<file path="config.mk">
export PLATFORM = sky130hd
export DESIGN_NAME = moore_xform_ctl
export DESIGN_NICKNAME = d
export VERILOG_FILES = /design/src/rtl/moore_xform_pkg.sv /design/src/rtl/mx_next_logic.sv /design/src/rtl/mx_code_xform.sv /design/src/rtl/mx_op_table.sv /design/src/rtl/moore_xform_ctl.sv
export SDC_FILE = /design/constraint.sdc
export NUM_CORES = 1
export LEC_CHECK = 0
export ABC_CLOCK_PERIOD_IN_PS = 2500
export BUFFER_PORTS_ARGS = -buffer_cell sky130_fd_sc_hd__buf_2
export CORE_AREA = 2 2 39 41
export CTS_CLUSTER_DIAMETER = 150
export DETAILED_ROUTE_END_ITERATION = 12
export DIE_AREA = 0 0 41 43
export GPL_TIMING_DRIVEN = 0
export PLACE_DENSITY_LB_ADDON = 0.2
export SETUP_SLACK_MARGIN = 0.1
export SYNTH_ARGS = -nofsm -noshare
export SYNTH_HDL_FRONTEND = slang
export SYNTH_SLANG_ARGS = --single-unit
</file>
<file path="constraint.sdc">
create_clock -name clk -period 2.5 [get_ports clk]
set_input_delay 0.125 -clock clk [delete_from_list [all_inputs] [get_ports clk]]
set_output_delay 0.125 -clock clk [all_outputs]
set_load 0.02 [all_outputs]
</file>
<file path="src/rtl/moore_xform_pkg.sv">
package moore_xform_pkg;
  localparam int STATE_W = 3;
  localparam int SET_W   = 2;
  localparam int COND_W  = 4;
  localparam int OPS_W   = 4;

  typedef logic [STATE_W-1:0] state_t;
  typedef logic [SET_W-1:0]   set_t;
  typedef logic [COND_W-1:0]  cond_t;
  typedef logic [OPS_W-1:0]   ops_t;

  // state codes (the transition and conversion rules depend on these values)
  localparam state_t ST_HOME  = 3'b000;
  localparam state_t ST_TAKE  = 3'b001;
  localparam state_t ST_ALT   = 3'b010;
  localparam state_t ST_FALL  = 3'b011;
  localparam state_t ST_MERGE = 3'b100;
  localparam state_t ST_SPLIT = 3'b101;
  localparam state_t ST_TAIL  = 3'b110;

  localparam set_t SET_NONE  = 2'b00;
  localparam set_t SET_PAIR  = 2'b01;
  localparam set_t SET_THIRD = 2'b10;
  localparam set_t SET_UPPER = 2'b11;

  // next-state code; it also drives the D inputs of the state register
  function automatic state_t next_code(state_t s, cond_t c);
    state_t n;
    case (s)
      ST_HOME:                 n = c[0] ? ST_TAKE : (c[1] ? ST_ALT : ST_FALL);
      ST_TAKE, ST_ALT, ST_FALL: n = c[2] ? ST_MERGE : ST_SPLIT;
      ST_MERGE, ST_SPLIT:      n = c[3] ? ST_TAIL : ST_HOME;
      ST_TAIL:                 n = c[2] ? ST_MERGE : ST_SPLIT;
      default:                 n = ST_HOME;
    endcase
    return n;
  endfunction

  // code transformer: state code to set-of-microoperations code
  function automatic set_t set_of(state_t s);
    set_t k;
    case (s)
      ST_TAKE, ST_FALL, ST_SPLIT: k = SET_PAIR;
      ST_ALT:                     k = SET_THIRD;
      ST_MERGE, ST_TAIL:          k = SET_UPPER;
      default:                    k = SET_NONE;
    endcase
    return k;
  endfunction

  // one output line of the microoperation table
  function automatic logic op_bit(set_t k, int idx);
    logic b;
    case (idx)
      0, 1:    b = (k == SET_PAIR);
      2:       b = k[1];
      3:       b = (k == SET_UPPER);
      default: b = 1'b0;
    endcase
    return b;
  endfunction
endpackage

</file>
<file path="src/rtl/mx_next_logic.sv">
module mx_next_logic
  import moore_xform_pkg::*;
(
  input  logic   clk,
  input  logic   rst,
  input  state_t state_i,
  input  cond_t  cond_i,
  output state_t excite_o
);
  assign excite_o = next_code(state_i, cond_i);


  home_branch_chk: assert property (@(posedge clk) disable iff (rst)
    (state_i == ST_HOME && !cond_i[0]) |-> (excite_o == ST_ALT || excite_o == ST_FALL));


  exit_chk: assert property (@(posedge clk) disable iff (rst)
    (state_i == ST_MERGE || state_i == ST_SPLIT) |-> (excite_o == ST_TAIL || excite_o == ST_HOME));
endmodule

</file>
<file path="src/rtl/mx_code_xform.sv">
module mx_code_xform
  import moore_xform_pkg::*;
(
  input  logic   clk,
  input  logic   rst,
  input  state_t state_i,
  output set_t   set_o
);
  assign set_o = set_of(state_i);


  empty_set_chk: assert property (@(posedge clk) disable iff (rst)
    (set_o == SET_NONE) |-> (state_i == ST_HOME || state_i == 3'b111));
endmodule

</file>
<file path="src/rtl/mx_op_table.sv">
module mx_op_table
  import moore_xform_pkg::*;
(
  input  logic clk,
  input  logic rst,
  input  set_t set_i,
  output ops_t ops_o
);
  for (genvar gi = 0; gi < OPS_W; gi++) begin : g_line
    assign ops_o[gi] = op_bit(set_i, gi);
  end


  pair_excl_chk: assert property (@(posedge clk) disable iff (rst)
    (ops_o[0] == ops_o[1]) && $onehot0({ops_o[0], ops_o[2]}) && (!ops_o[3] || ops_o[2]));
endmodule

</file>
<file path="src/rtl/moore_xform_ctl.sv">
module moore_xform_ctl
  import moore_xform_pkg::*;
(
  input  logic              clk,
  input  logic              rst,
  input  logic [COND_W-1:0] cond_i,
  output logic [OPS_W-1:0]  ops_o,
  output logic [STATE_W-1:0] state_dbg_o,
  output logic [SET_W-1:0]  set_dbg_o
);
  state_t state_q;
  state_t excite;
  set_t   set_code;

  mx_next_logic u_next (
    .clk(clk), .rst(rst), .state_i(state_q), .cond_i(cond_i), .excite_o(excite)
  );

  always_ff @(posedge clk) begin
    if (rst) state_q <= ST_HOME;
    else     state_q <= excite;
  end

  mx_code_xform u_xform (
    .clk(clk), .rst(rst), .state_i(state_q), .set_o(set_code)
  );

  mx_op_table u_table (
    .clk(clk), .rst(rst), .set_i(set_code), .ops_o(ops_o)
  );

  assign state_dbg_o = state_q;
  assign set_dbg_o   = set_code;


  reset_home_chk: assert property (@(posedge clk) rst |=> (state_q == ST_HOME && ops_o == '0));


  moore_hold_chk: assert property (@(posedge clk) disable iff (rst)
    $stable(state_q) |-> ($stable(set_code) && $stable(ops_o)));


  illegal_recover_chk: assert property (@(posedge clk) disable iff (rst)
    (state_q == 3'b111) |=> (state_q == ST_HOME));


  join_chk: assert property (@(posedge clk) disable iff (rst)
    ((state_q == ST_TAKE || state_q == ST_ALT || state_q == ST_FALL) && cond_i[2]) |=> (state_q == ST_MERGE));
endmodule

</file>
==> results of run 1 <==
## cell usage after synthesis
master,count,area (sq um)
inv_1,1,3.750
a21oi_1,2,10.01
nand3b_1,1,7.510
dfxtp_1,3,60.06
buf_4,2,15.01
nand2_1,1,3.750
nor3_2,1,10.01
nand3_1,1,5.000
buf_6,2,22.52
nand2b_1,1,6.260
nor2_1,1,3.750
nor3_1,2,10.01
a21boi_0,1,7.510
a221oi_2,1,15.01
nor2b_1,1,6.260
o21ai_0,1,5.000
o21a_1,2,15.01
nor2_2,1,6.260
## area by class of cell
| cell class | count | area [sq um] |
|---|---|---|
| clock buffer | 4 | 26.28 |
| tap | 16 | 20.02 |
| buffer | 4 | 37.54 |
| fill | 164 | 1055 |
| timing repair buffer | 14 | 70.07 |
| sequential | 3 | 60.06 |
| multi-input combinational | 17 | 111.4 |
| inverter | 1 | 3.754 |
## worst max-delay path, stage by stage, from the launching register on
cell and delay (ps):
dfxtp_1 330, buf_6 140, a21boi_0 220, buf_4 140, buf_2 140
## cell families after synthesis
kind of cell    count (synthesis)  synth area share (%)
simple gates                   10                 27.65
compound gates                  7                 24.70
buf+inv                         5                 19.41
flops                           3                 28.24
## routing by layer
| metal | part of all wire [%] | up-vias | global-route usage (%) |
|---|---|---|---|
| li1 | - | 121 | - |
| met1 | 47 | 92 | 9.615 |
| met2 | 48 | 10 | 9.375 |
| met3 | 5.8 | 0 | 3.141 |
| met4 | 0 | 0 | 8.000 |
| met5 | 0 | - | 0 |
## metrics by stage
step | hold slack [ps] | utilization (%) | std cells | setup WS, ps
6_report | 92.08 | 23.78 | 59 | 1175
5_1_grt | 103.3 | 23.78 | 59 | 1068
4_1_cts | 83.57 | 23.78 | 59 | 1145
3_5_place_dp | 333.2 | 21.88 | 55 | 1396
3_3_place_gp | 331.5 | 21.88 | 55 | 1399
2_1_floorplan | 194.1 | - | 25 | 933.0
## placed cells by master (no fill, tap or decap)
master    instances
clkbuf_1          1
buf_2            14
dfxtp_1           3
nor3_1            2
nor2b_1           1
nand3b_1          1
nand3_1           1
buf_6             2
inv_1             1
nor2_2            1
a221oi_2          1
a21boi_0          1
nor2_1            1
buf_4             2
a21oi_1           2
clkbuf_4          3
nand2b_1          1
nand2_1           1
o21ai_0           1
nor3_2            1
o21a_1            2
## power by group through the flow
stage | combinational [mW] | sequential [mW] | clock (mW)
finish | 0.141 | 0.0646 | 0.0846
CTS | 0.143 | 0.0647 | 0.0889
detailed placement | 0.143 | 0.0654 | 0
floorplan | 0.0933 | 0.0746 | 0
global route | 0.154 | 0.0661 | 0.0928
global placement | 0.144 | 0.0655 | 0
## worst max-delay path by stage
stage                   start      endpoint  slack, ps  cells after the start
2_1_floorplan  state_dbg_o[0]      ops_o[1]        930                      3
3_3_place_gp   state_dbg_o[0]      ops_o[1]       1400                      4
3_5_place_dp   state_dbg_o[0]      ops_o[1]       1400                      4
4_1_cts        state_dbg_o[0]      ops_o[1]       1140                      4
5_1_grt        state_dbg_o[1]  set_dbg_o[1]       1070                      4
6_report       state_dbg_o[0]      ops_o[1]       1170                      4
==> summary.txt, run 1 <==
Status -> complete, no violations
Initial antenna violation count -> 0
Postcts setup bufs -> 0
Clock Power Share -> 29.2%
RSZ-0062 raised after global routing -> false
Hold path cells -> 2
DR vias -> 223
Vias per std cell -> 3.780
Setup CP Type -> flip-flop to output port
Hold Path Sink -> state_dbg_o[2]
WL final -> 498 microns
Min Tclk post-route -> 1325 ps
Mapped Cells -> 25
Maximum VDD drop -> 0.0001455 V
Vias in the first global route -> 211
PwrDens -> 881.5 nW/um^2
Overall Global Routing Usage -> 7.823%
Hold_buf cts -> 0
Die area -> 1763 sq um
Post-Syn Nets -> 31
Clk_lat worst skew -> 230 ps
Max reg flops -> 3
Total gr overflow -> 0
NumNets Final -> 50
Worst EP required -> 2380 ps
Critical Path End Type -> output port
Routability cong. -> 0.6062
Endpoints failing setup -> 0
Count of input and output buffers -> 14
Max_slew headroom -> 81.49%
Tcrit/Tclk final -> 53.00%
Worst R2R End -> state_dbg_o[0]
DRC viols -> 0
Post-synth cell types -> 18
DRT iter0 DRCs -> 6
Root buffer cell -> clkbuf_4
LEAKAGE -> 0.1603 nW
CORE AREA -> 1384 sq um
H-tree Lvls -> 1
ANT cells -> 0
DRT Pass-1 Iters -> 3
Slew of the pin with the lowest slew margin -> 277.2 ps
Clk buf depth -> 2
CP Data Arrival Time -> 1200 ps
Clk slew on worst S/H paths -> 40 ps
CTS Buf Count -> 3
Combinational power share -> 48.6%
Synth warn -> 0
Row cnt -> 14
Power Internal -> 0.1769 mW
Hold Path Origin -> rst
Post-cts resize count -> 0
Switching Share -> 39.01%
CTS tree -> done
Largest net degree at the start of global routing -> 11
Synth Register Bits -> 3
Area Growth Syn to Fin -> 54.71%
DP Wirelength -> 374.5 microns
First-pass GRT wire length -> 862 microns
NetSw -> 0.1132 mW
Final Max Slew Viols -> 0
Clock Skew -> 4.948 ps
Share of cells above drive strength 1 -> 55.81%
Setup TNS -> 0 ps
Initial Utilization -> 15.37%
Hold WC Path Type -> input pin to flip-flop
Die Wd -> 41 microns
Mapped Area -> 212.7 sq um
FF-to-FF setup slack -> 1520 ps
Mean Syn Cell Area -> 8.508 sq um
WL/cell -> 8.441 microns
RR Startpoint -> state_dbg_o[1]
I/O pin count -> 15
R2R cell count -> 3
Crit Path Max Fanout -> 10
Placed instance area -> 302.8 sq um
Die Y-Extent -> 43 microns
Sink Count -> 3
Maximum clock rate -> 754.7 MHz
Final Cell Area -> 329.1 sq um
Max Cap Viol -> 0
Final Hold Viols -> 0
Worst setup SP type -> flip-flop
Share of the yosys chip area belonging to registers -> 28.24%
Total power -> 0.2901 mW
Antenna Nets Post-Route -> 0
Reg power frac -> 22.3%
(Power assumes the default switching activity.)
==> run 2: changes to the inputs <==
- ABC_CLOCK_PERIOD_IN_PS: 2500 -> 1100
- clock period: 2.5 -> 1.1 ns (I/O delays scaled with it)
==> run 2 against run 1 <==
Net effect:
- clock skew decreased by 4.5 ps
- non-clock buffer count increased by 3
- largest cell class is now buffers
- combinational power increased to 3.4 times the previous value
- utilization increased by 8.0 points
- clock-buffer cell count unchanged
- the flow now finishes with violations (setup timing)
- hold slack got worse by 67 ps
- sequential power increased by 150%
- first-iteration DRC count decreased by 33%
- clock power increased by 120%
- power increased to 2.9 times the previous value
==> summary.txt, run 2 (same netlist as run 1, synthesis figures left out) <==
Status -> finished with violations
Failing checks -> setup timing
DRT Pass-1 Iters -> 2
CTS tree -> done
Endpoints failing setup -> 2
First-pass GRT wire length -> 917 microns
Most frequent cells in the layout -> buf_2 (8), buf_6 (7), buf_4 (5), clkbuf_4 (3)
PwrDens -> 1886 nW/um^2
Max Cap Viol -> 0
RSZ-0062 raised after global routing -> true
Max stage delay cell, worst path -> dfxtp_2
Maximum clock rate -> 895.0 MHz
R2R cell count -> 5
Area Growth Syn to Fin -> 106.5%
Final Max Slew Viols -> 0
Power Internal -> 0.5220 mW
Total gr overflow -> 0
Area of the multi-input gates -> 151.4 sq um
Slew of the pin with the lowest slew margin -> 205.5 ps
LEAKAGE -> 0.1963 nW
Final setup margin -> -17.32 ps
CTS Buf Count -> 3
Maximum VDD drop -> 0.0004065 V
Combinational power share -> 58.1%
Switching Share -> 36.98%
Hold path cells -> 2
NumNets Final -> 53
Pre-CTS setup slack -> 129.5 ps
Clock Skew -> 0.4395 ps
Critical Path, Cell by Cell -> buf_6, a21boi_4, buf_6, buf_6
Setup CP Type -> flip-flop to output port
Vias per std cell -> 3.790
Max incr delay on CP -> 320 ps
WL final -> 568 microns
Max_slew headroom -> 86.30%
Clk buf depth -> 2
Fill cell count -> 157
Hold_buf cts -> 0
Row cnt -> 14
Clock Power Share -> 22.7%
WP buf/inv -> 3
Total power -> 0.8284 mW
DRT iter0 DRCs -> 4
H-tree Lvls -> 1
Critical Path End Type -> output port
DR vias -> 235
Worst setup SP type -> flip-flop
Die Wd -> 41 microns
WL/cell -> 9.161 microns
DP Wirelength -> 393.9 microns
Sink Count -> 3
Initial antenna violation count -> 0
Routability cong. -> 0.6574
Commonest non-fill, non-tap cell in the layout -> buf_2
CP Data Arrival Time -> 1060 ps
Hold WC Path Type -> input pin to flip-flop
FF-to-FF setup slack -> 80 ps
Placed insts -> 55
Count of input and output buffers -> 14
Min Tclk post-route -> 1117 ps
Root buffer cell -> clkbuf_4
I/O pin count -> 15
Worst EP required -> 1040 ps
NetSw -> 0.3064 mW
Reg area -> 66.31 sq um
ANT cells -> 0
Reg power frac -> 19.2%
Antenna Nets Post-Route -> 0
Share of cells above drive strength 1 -> 71.74%
Critical Path Most Common Cell -> buf_6
Vias in the first global route -> 230
Clk_lat worst skew -> 230 ps
Clk slew on worst S/H paths -> 40 ps
CORE AREA -> 1384 sq um
Largest net degree at the start of global routing -> 9
Die area -> 1763 sq um
Initial Utilization -> 15.37%
Max reg flops -> 3
Die Y-Extent -> 43 microns
Critical Path Stages -> 4
Overall Global Routing Usage -> 7.924%
Final Hold Viols -> 0
Crit Path Max Fanout -> 6
Fin Hold WS -> 25.11 ps
DRC viols -> 0
Fin cells -> 62
Tcrit/Tclk final -> 101.6%
CP delay by family, top -> buffers and inverters
## run 2: repair_timing
item,in CTS,in global routing
setup endpoints to repair,6,8
gates resized for setup,14,3
setup buffers,3,0
pin swaps,4,3
## run 2: cell type report
| type | instances | share of cell area, % |
|---|---|---|
| Multi-Input combinational cell | 17 | 34.47 |
| Buffer | 4 | 11.11 |
| Sequential cell | 3 | 15.10 |
| Inverter | 1 | 0.8547 |
| Tap cell | 16 | 4.558 |
| Timing Repair Buffer | 17 | 27.92 |
| Clock buffer | 4 | 5.983 |
## run 2: through the flow
stage / TNS (ps) / area, sq um / utilization [%]
global route: -135.6 / 439.2 / 31.74
global placement: 0 / 325.3 / 23.51
detailed placement: 0 / 325.3 / 23.51
finish: -21.73 / 439.2 / 31.74
CTS: -72.15 / 421.7 / 30.47
floorplan: 0 / 235.2 / -
## run 2: final timing paths
| check | startpoint | to |
|---|---|---|
| worst max-delay path | state_dbg_o[0] | ops_o[1] |
| worst min-delay path | rst | state_dbg_o[2] |
| worst max register to register | state_dbg_o[2] | state_dbg_o[0] |
| worst min register to register | state_dbg_o[1] | state_dbg_o[1] |
## run 2: per-layer routing
metal	vias to the layer above	GRT usage (%)	part of all wire [%]	wire length [microns]
met5	-	0	0	0
met4	0	8.000	0	0
met3	0	1.571	4.6	26
met2	7	9.688	48	273
met1	102	10.58	47	267
li1	126	-	-	-
## run 2: power by group through the flow
stage	logic, mW	registers, mW	clock network [mW]
after floorplan	0.239	0.177	0
after global placement	0.351	0.156	0
after detailed placement	0.354	0.156	0
after CTS	0.461	0.158	0.200
after global routing	0.513	0.162	0.204
final	0.481	0.159	0.188
## run 2: worst register-to-register path: cells and delay by family (launching register included)
family                 cells  cell delay, ps
DFF                        1             330
and+or+nand+nor            2              90
buffers and inverters      2             250
AOI/OAI and AO/OA          1             220
==> run 3: changes to the inputs <==
- RECOVER_POWER: default -> 50
==> run 3 against run 2 <==
Net effect:
- the flow still finishes with violations (setup timing)
- critical path depth unchanged
- power down 0.10%
- largest power group unchanged
- cell count unchanged
- die area unchanged
- hold slack worse by 1.6 ps
- highest routed layer unchanged
==> summary.txt, run 3 (same netlist as run 1, synthesis figures left out) <==
Status -> finished with violations
Failing checks -> setup timing
H-tree Lvls -> 1
Area Growth Syn to Fin -> 105.3%
NumNets Final -> 53
PwrDens -> 1895 nW/um^2
CTS Buf Count -> 3
Maximum VDD drop -> 0.0004023 V
Critical Path, Cell by Cell -> buf_6, a21boi_4, buf_6, buf_6
Final Hold Viols -> 0
Final Max Slew Viols -> 0
DRT Pass-1 Iters -> 4
Most frequent cells in the layout -> buf_6 (7), buf_2 (6), buf_4 (5), clkbuf_4 (3), clkbuf_1 (3)
Hold path cells -> 2
Count of input and output buffers -> 14
Crit Path Max Fanout -> 6
Total power -> 0.8275 mW
DRC viols -> 0
Placed insts -> 55
Tcrit/Tclk final -> 101.7%
RSZ-0062 raised after global routing -> true
Initial Utilization -> 15.37%
Antenna Nets Post-Route -> 0
Share of cells above drive strength 1 -> 67.39%
DRT iter0 DRCs -> 2
Die area -> 1763 sq um
Hold WC Path Type -> input pin to flip-flop
Row cnt -> 14
Root buffer cell -> clkbuf_4
Endpoints failing setup -> 2
CP Data Arrival Time -> 1060 ps
Max reg flops -> 3
DP Wirelength -> 393.9 microns
Worst R2R End -> state_dbg_o[0]
Crit path from -> state_dbg_o[0]
Fin cells -> 62
I/O pin count -> 15
Critical Path End Type -> output port
Clk_lat worst skew -> 230 ps
Max_slew headroom -> 83.40%
Initial antenna violation count -> 0
ANT cells -> 0
CORE AREA -> 1384 sq um
Max incr delay on CP -> 320 ps
Max Cap Viol -> 0
Vias in the first global route -> 230
Setup CP Type -> flip-flop to output port
Setup TNS -> -27.14 ps
Maximum clock rate -> 893.5 MHz
Min Tclk post-route -> 1119 ps
WL/cell -> 9.210 microns
Hold Path Sink -> state_dbg_o[0]
Worst setup SP type -> flip-flop
Clk buf depth -> 2
Clk slew on worst S/H paths -> 40 ps
Die Y-Extent -> 43 microns
Die Wd -> 41 microns
Sink Count -> 3
First-pass GRT wire length -> 917 microns
Critical Path Most Common Cell -> buf_6
WL final -> 571 microns
Fin Hold WS -> 23.48 ps
LEAKAGE -> 0.1886 nW
Overall Global Routing Usage -> 7.924%
FF-to-FF setup slack -> 80 ps
R2R cell count -> 5
Routability cong. -> 0.6574
Clock Skew -> 0.6864 ps
Max stage delay cell, worst path -> dfxtp_2
CTS tree -> done
Worst EP required -> 1040 ps
Final setup margin -> -19.19 ps
Total gr overflow -> 0
DR vias -> 239
Vias per std cell -> 3.855
Commonest non-fill, non-tap cell in the layout -> buf_6
Largest net degree at the start of global routing -> 9
RR Startpoint -> state_dbg_o[2]
Hold Path Origin -> rst
Slew of the pin with the lowest slew margin -> 250.1 ps
## run 3: what timing repair did
action / CTS / global route
gates resized for setup: 14 / 3
pin swaps: 4 / 3
setup buffers: 3 / 0
hold buffers: 0 / 0
endpoints found under the setup margin: 6 / 8
hold endpoints to repair: 0 / 0
## run 3: per-stage QoR
stage / utilization, % / cell area [sq um] / setup slack (ps)
3_3_place_gp: 23.51 / 325.3 / 137.5
4_1_cts: 30.47 / 421.7 / -43.44
5_1_grt: 31.56 / 436.7 / -59.97
3_5_place_dp: 23.51 / 325.3 / 129.5
6_report: 31.56 / 436.7 / -19.19
2_1_floorplan: - / 235.2 / 88.36
## run 3: where the power goes
| part | switching [mW] | internal, mW | leakage (nW) |
|---|---|---|---|
| Sequential | 0.0268 | 0.133 | 0.0261 |
| Clock | 0.0532 | 0.136 | 0.0150 |
| Combinational | 0.228 | 0.251 | 0.148 |
| Total | 0.309 | 0.519 | 0.189 |
## run 3: metal layers
metal  GRT usage (%)  vias up  wire, microns
met3           1.571        0             27
met5               0        -              0
met1           10.58      106            269
met4           8.000        0              0
met2           9.688        7            274
li1                -      126              -
## run 3: worst max-delay path, delay by kind of cell (launching register included)
kind                   cells  cell delay, ps
AO/OA/AOI/OAI              1             180
flip-flops                 1             320
buffers and inverters      3             330
## run 3: cell type report
| class | count | area (sq um) |
|---|---|---|
| clock buffers | 4 | 26.28 |
| multi-input cells | 17 | 151.4 |
| plain buffers | 4 | 48.80 |
| flip-flops and latches | 3 | 66.31 |
| repair buffers | 17 | 120.1 |
| well taps | 16 | 20.02 |
| fillers | 158 | 947.2 |
| inverters | 1 | 3.754 |
## run 3: how the worst max path moves through the flow
stage	to	slack, ps
after floorplan	ops_o[1]	90
after global placement	set_dbg_o[1]	140
after detailed placement	set_dbg_o[1]	130
after CTS	set_dbg_o[1]	-40
after global routing	ops_o[1]	-60
final	ops_o[1]	-20
